$ cat src/rtl/burst_pkg.sv
package burst_pkg;
  typedef enum logic [1:0] {
    KIND_FIXED = 2'd0,
    KIND_INCR  = 2'd1,
    KIND_WRAP  = 2'd2
  } burst_kind_e;

  localparam int PAGE_BITS = 12;
endpackage

$ cat src/rtl/burst_step.sv
module burst_step #(
  parameter int ADDR_W = 32,
  parameter int LEN_W  = 8
) (
  input  logic [ADDR_W-1:0] cur_addr,
  input  logic [2:0]        size,
  input  logic [LEN_W-1:0]  len,
  input  logic [1:0]        kind,
  output logic [ADDR_W-1:0] nxt_addr
);
  import burst_pkg::*;

  function automatic logic [ADDR_W-1:0] unit_bytes(input logic [2:0] s);
    return ADDR_W'(1) << s;
  endfunction

  function automatic logic [ADDR_W-1:0] round_down(input logic [ADDR_W-1:0] a,
                                                   input logic [ADDR_W-1:0] span);
    return a & ~(span - ADDR_W'(1));
  endfunction

  logic [ADDR_W-1:0] unit, stepped, box, box_base;

  always_comb begin
    unit     = unit_bytes(size);
    stepped  = round_down(cur_addr, unit) + unit;
    box      = (ADDR_W'(len) + ADDR_W'(1)) << size;
    box_base = round_down(cur_addr, box);
    case (burst_kind_e'(kind))
      KIND_INCR: nxt_addr = stepped;
      KIND_WRAP: nxt_addr = (stepped == box_base + box) ? box_base : stepped;
      default:   nxt_addr = cur_addr;
    endcase
  end
endmodule

$ cat src/rtl/burst_lanes.sv
module burst_lanes #(
  parameter int ADDR_W     = 32,
  parameter int DATA_BYTES = 16
) (
  input  logic                  active,
  input  logic [ADDR_W-1:0]     addr,
  input  logic [2:0]            size,
  output logic [DATA_BYTES-1:0] mask
);
  localparam int LANE_W = (DATA_BYTES > 1) ? $clog2(DATA_BYTES) : 1;

  logic [LANE_W:0] first_lane, span, block_lo, block_hi;

  always_comb begin
    first_lane = {1'b0, addr[LANE_W-1:0]};
    span       = (LANE_W+1)'(1) << size;
    block_lo   = first_lane & ~(span - (LANE_W+1)'(1));
    block_hi   = block_lo + span - (LANE_W+1)'(1);
  end

  for (genvar k = 0; k < DATA_BYTES; k++) begin : g_lane
    assign mask[k] = active
                  && ((LANE_W+1)'(k) >= first_lane)
                  && ((LANE_W+1)'(k) <= block_hi);
  end
endmodule

$ cat src/rtl/burst_check.sv
module burst_check #(
  parameter int ADDR_W = 32,
  parameter int LEN_W  = 8
) (
  input  logic [ADDR_W-1:0] addr,
  input  logic [2:0]        size,
  input  logic [LEN_W-1:0]  len,
  input  logic [1:0]        kind,
  output logic              page_cross,
  output logic              wrap_bad
);
  import burst_pkg::*;

  function automatic logic [ADDR_W-1:0] final_byte(input logic [ADDR_W-1:0] a,
                                                   input logic [2:0] s,
                                                   input logic [LEN_W-1:0] n);
    logic [ADDR_W-1:0] unit;
    unit = ADDR_W'(1) << s;
    return (a & ~(unit - ADDR_W'(1)))
         + ((ADDR_W'(n) + ADDR_W'(1)) << s) - ADDR_W'(1);
  endfunction

  function automatic logic legal_wrap_len(input logic [LEN_W-1:0] n);
    return (n == LEN_W'(1)) || (n == LEN_W'(3)) || (n == LEN_W'(7)) || (n == LEN_W'(15));
  endfunction

  logic [ADDR_W-1:0] tail;
  logic              misaligned;

  always_comb begin
    tail       = final_byte(addr, size, len);
    misaligned = (addr & ((ADDR_W'(1) << size) - ADDR_W'(1))) != '0;
    page_cross = (burst_kind_e'(kind) == KIND_INCR)
              && (tail[ADDR_W-1:PAGE_BITS] != addr[ADDR_W-1:PAGE_BITS]);
    wrap_bad   = (burst_kind_e'(kind) == KIND_WRAP)
              && (misaligned || !legal_wrap_len(len));
  end
endmodule

$ cat src/rtl/burst_addr_gen.sv
module burst_addr_gen #(
  parameter int ADDR_W     = 32,
  parameter int DATA_BYTES = 16,
  parameter int LEN_W      = 8
) (
  input  logic                  clk,
  input  logic                  rst_n,
  input  logic                  start,
  input  logic [ADDR_W-1:0]     start_addr,
  input  logic [2:0]            start_size,
  input  logic [LEN_W-1:0]      start_len,
  input  logic [1:0]            start_kind,
  input  logic                  advance,
  output logic                  busy,
  output logic [ADDR_W-1:0]     beat_addr,
  output logic [DATA_BYTES-1:0] lane_mask,
  output logic                  last_beat,
  output logic                  cross_4k,
  output logic                  wrap_err
);
  logic              busy_q, x4k_q, werr_q;
  logic [ADDR_W-1:0] addr_q, nxt_addr;
  logic [LEN_W-1:0]  cnt_q, len_q;
  logic [2:0]        size_q;
  logic [1:0]        kind_q;
  logic              cmd_cross, cmd_wrap_bad;

  wire load_ev = start && !busy_q;
  wire step_ev = advance && busy_q;
  wire end_ev  = busy_q && (cnt_q == len_q);
  wire done_ev = step_ev && end_ev;

  burst_check #(.ADDR_W(ADDR_W), .LEN_W(LEN_W)) u_check (
    .addr(start_addr), .size(start_size), .len(start_len), .kind(start_kind),
    .page_cross(cmd_cross), .wrap_bad(cmd_wrap_bad)
  );

  burst_step #(.ADDR_W(ADDR_W), .LEN_W(LEN_W)) u_step (
    .cur_addr(addr_q), .size(size_q), .len(len_q), .kind(kind_q),
    .nxt_addr(nxt_addr)
  );

  burst_lanes #(.ADDR_W(ADDR_W), .DATA_BYTES(DATA_BYTES)) u_lanes (
    .active(busy_q), .addr(addr_q), .size(size_q), .mask(lane_mask)
  );

  always_ff @(posedge clk or negedge rst_n) begin
    if (!rst_n) begin
      busy_q <= 1'b0;
      x4k_q  <= 1'b0;
      werr_q <= 1'b0;
      addr_q <= '0;
      cnt_q  <= '0;
      len_q  <= '0;
      size_q <= '0;
      kind_q <= '0;
    end else if (load_ev) begin
      busy_q <= 1'b1;
      addr_q <= start_addr;
      cnt_q  <= '0;
      len_q  <= start_len;
      size_q <= start_size;
      kind_q <= start_kind;
      x4k_q  <= cmd_cross;
      werr_q <= cmd_wrap_bad;
    end else if (done_ev) begin
      busy_q <= 1'b0;
    end else if (step_ev) begin
      addr_q <= nxt_addr;
      cnt_q  <= cnt_q + LEN_W'(1);
    end
  end

  assign busy      = busy_q;
  assign beat_addr = addr_q;
  assign last_beat = end_ev;
  assign cross_4k  = busy_q && x4k_q;
  assign wrap_err  = busy_q && werr_q;
endmodule

$ cat config.mk
export PLATFORM = sky130hd
export DESIGN_NAME = burst_addr_gen
export DESIGN_NICKNAME = d
export VERILOG_FILES = /design/src/rtl/burst_pkg.sv /design/src/rtl/burst_step.sv /design/src/rtl/burst_lanes.sv /design/src/rtl/burst_check.sv /design/src/rtl/burst_addr_gen.sv
export SDC_FILE = /design/constraint.sdc
export NUM_CORES = 1
export LEC_CHECK = 0
export ABC_AREA = 1
export BUFFER_PORTS_ARGS = -buffer_cell sky130_fd_sc_hd__clkbuf_2
export CAP_MARGIN = 20
export CORE_MARGIN = 2
export CORE_UTILIZATION = 40
export DETAILED_ROUTE_END_ITERATION = 12
export HOLD_SLACK_MARGIN = 0.03
export PLACE_DENSITY = 0.61
export SLEW_MARGIN = 20
export SYNTH_ARGS = -nofsm -noshare
export SYNTH_HDL_FRONTEND = slang
export SYNTH_HIERARCHICAL = 1
export SYNTH_SLANG_ARGS = --single-unit
$ cat constraint.sdc
create_clock -name clk -period 10.96 [get_ports clk]
set_input_delay 0.548 -clock clk [delete_from_list [all_inputs] [get_ports clk]]
set_output_delay 0.548 -clock clk [all_outputs]
set_load 0.005 [all_outputs]
==> results.sh <==
export IMPL_run_status="completed"
export IMPL_setup_violations=0
export IMPL_cp_end_kind="flop"
export IMPL_synth_edf_count=0
export IMPL_arrival_ps=6920
export IMPL_tightest_slew_ps=938
export IMPL_die_w_um=187
export IMPL_clkTransAtPathRegs_ps=80
export IMPL_final_area_sq_um=14200
export IMPL_insertion_delay_ps=320
export IMPL_ys_seq_area_share_pct=10.5
export IMPL_grt_max_degree=63
export IMPL_ant_nets=0
export IMPL_fin_nets=2720
export IMPL_synthXorXnorAreaFrac_pct=4.29
export IMPL_peakVddDrop_mv=0.150
export IMPL_final_period_utilization_pct=60.9
export IMPL_cp_start_kind="flop"
export IMPL_clock_path_buffers=2
export IMPL_row_count=66
export IMPL_place_congestion=0.952
export IMPL_cp_slowest_cell="dfrtp_1"
export IMPL_drcViolationCount=0
export IMPL_antenna_found_initial=0
export IMPL_grt_pass1_vias=14971
export IMPL_finalHoldViolations=0
export IMPL_syn_nets=2668
export IMPL_die_h_um=187
export IMPL_wl_per_cell_um=15.7
export IMPL_leakage_nw=8.17
export IMPL_critPathKind="flop to flop"
export IMPL_synth_compound_area_share_pct=8.97
export IMPL_r2r_slack_ps=4290
export IMPL_fmax_mhz=150
export IMPL_areaGrowthSynthToFinish_pct=6.83
export IMPL_synth_most_common_cell="nand2_1"
export IMPL_portBuffers=100
export IMPL_synth_warnings=6
export IMPL_start_util_pct=40.7
export IMPL_avgSynthCellArea_sq_um=5.22
export IMPL_post_cts_buffers=0
export IMPL_powerDensity_nw_per_um2=262
export IMPL_slew_viol_final=0
export IMPL_synth_top_family_by_area="simple AND/OR/NAND/NOR gates"
export IMPL_cts_tree="built"
export IMPL_synth_seq_cells=56
export IMPL_cts_root_buf="clkbuf_16"
export IMPL_grt_pass1_wl_mm=77.4
export IMPL_dominantRegCellSynth="dfrtp_1"
export IMPL_synth_top_area_cell="nand2_1"
export IMPL_muxShareOfSynthArea_pct=0.394
export IMPL_synth_top_cell_area_share_pct=25.5
export IMPL_num_vias=16207
export IMPL_design_core_area_sq_um=32700
export IMPL_postSynthCellCount=2552
export IMPL_dieArea_sq_um=34800
export IMPL_drv_cap=0
export IMPL_r2r_end="beat_addr[1]"
export IMPL_syn_area_sq_um=13300
export IMPL_hold_buffers=0
export IMPL_synth_async_reset_ratio_pct=100
export IMPL_final_core_util_pct=43.5
export IMPL_worst_hold_path_type="input pin to async pin"
export IMPL_num_io_pins=101
export IMPL_synth_cell_types=61
export IMPL_yosys_top_cells_count="nand2_1, inv_1, nand3_1"
export IMPL_post_cts_resized=0
export IMPL_dp_hpwl_mm=38.6
export IMPL_synth_simple_area_share_pct=54.9
export IMPL_drt_first_pass_iters=5
export IMPL_skew_ps=11.5
export IMPL_grt_usage_pct=27.1
export IMPL_tritoncts_num_buffers=5
export IMPL_critPathMaxStageDelay_ps=940
export IMPL_avgViaCountPerCell=5.32
export IMPL_wl_mm=48.0
export IMPL_htree_levels=2
export IMPL_r2r_start="size_q[0]"
export IMPL_path_max_fanout=32
export IMPL_overflow=0
export IMPL_postPlaceCellArea_sq_um=14100
export IMPL_num_antenna_cells=0
export IMPL_reg2reg_depth=34
export IMPL_tns_ps=0
export IMPL_drive_gt1_share_pct=10.0
export IMPL_relSlewSlack_pct=37.4
export IMPL_clock_sinks=56
export IMPL_post_route_min_period_ps=6670
export IMPL_worst_ep_required_time_ps=11210
export IMPL_rsz0062_at_grt="false"
export IMPL_ys_top_cells_by_area="nand2_1, nand3_1, inv_1, dfrtp_1, nor2_1"
export IMPL_drt_iter0_markers=1584
export IMPL_synth_adder_area_share_pct=6.35
## cell usage in the layout, fill, tap and decap left out, types with 9 or more instances in the layout
cell type / netlist / layout
a21oi_1: 86 / 86
nor2_2: 25 / 25
nand2_2: 30 / 31
nand3_1: 324 / 324
dfrtp_1: 56 / 56
nor2_4: 9 / 9
o21ai_1: 14 / 14
inv_2: 26 / 26
inv_1: 385 / 385
nor3_1: 33 / 33
buf_4: 7 / 9
ha_1: 66 / 66
xnor2_1: 20 / 20
nor2_1: 227 / 227
xor2_1: 39 / 39
nand3_2: 12 / 12
o21ai_0: 85 / 85
nand2_1: 905 / 904
clkbuf_2: 0 / 100
nand4_1: 50 / 50
## area by class of cell
cell class                      instances  area (sq um)
Clock buffer                            6           129
Clock inverter                          2          16.3
Fill cell                            3829         18500
Inverter                              419          1580
Multi-Input combinational cell       2013          9990
Sequential cell                        56          1400
Tap cell                              442           553
Timing Repair Buffer                  109           568
## registers in the layout, summed over array words and instances (netlist names)
register   flops
beat_addr     32
busy           1
cnt_q          8
kind_q         2
len_q          8
size_q         3
werr_q         1
x4k_q          1
## power by group
| part | total (mW) | internal [mW] | leakage [nW] | switching (mW) |
|---|---|---|---|---|
| combinational | 3.02 | 1.03 | 7.40 | 2.00 |
| sequential | 0.533 | 0.287 | 0.700 | 0.246 |
| clock | 0.171 | 0.0858 | 0.0671 | 0.0857 |
| total | 3.73 | 1.40 | 8.17 | 2.33 |
## stage by stage
step                      setup WS, ps  std cells  hold WS (ps)  power (mW)
after floorplan                   6250       2552           252        2.68
after global placement            4550       3039           462        3.45
after detailed placement          4470       3039           468        3.49
after CTS                         4430       3047           402        3.67
after global routing              3590       3047           455        4.16
final                             4290       3047           368        3.73
## worst max path at each step
| stage | cells after the start | slack, ps | startpoint | to |
|---|---|---|---|---|
| after floorplan | 38 | 6250 | len_q[0] | beat_addr[26] |
| after global placement | 34 | 4550 | size_q[0] | beat_addr[1] |
| after detailed placement | 34 | 4470 | size_q[0] | beat_addr[7] |
| after CTS | 34 | 4430 | size_q[0] | beat_addr[7] |
| after global routing | 34 | 3590 | size_q[0] | beat_addr[17] |
| final | 34 | 4290 | size_q[0] | beat_addr[1] |
## cell families after synthesis
kind of cell	count (synthesis)
fa+ha+maj	67
buf+inv	483
mux	4
compound gates	217
simple gates	1663
flops	56
xor+xnor	62
## layer usage
metal | vias up | wire length [um] | GRT usage (%)
met5 | - | 0 | 0
met4 | 0 | 1130 | 7.17
met3 | 62 | 3340 | 1.71
met2 | 589 | 20800 | 43.3
met1 | 7406 | 22700 | 39.3
li1 | 8150 | - | -
## worst max-delay path: cells and delay by family (launching register included)
family | cells | cell delay, ps
AND/OR/NAND/NOR | 27 | 4280
flip-flops | 1 | 940
adder cells (fa/ha/maj) | 2 | 590
buffers and inverters | 4 | 580
AO/OA/AOI/OAI | 1 | 140
Power figures use the tool's default switching activity.
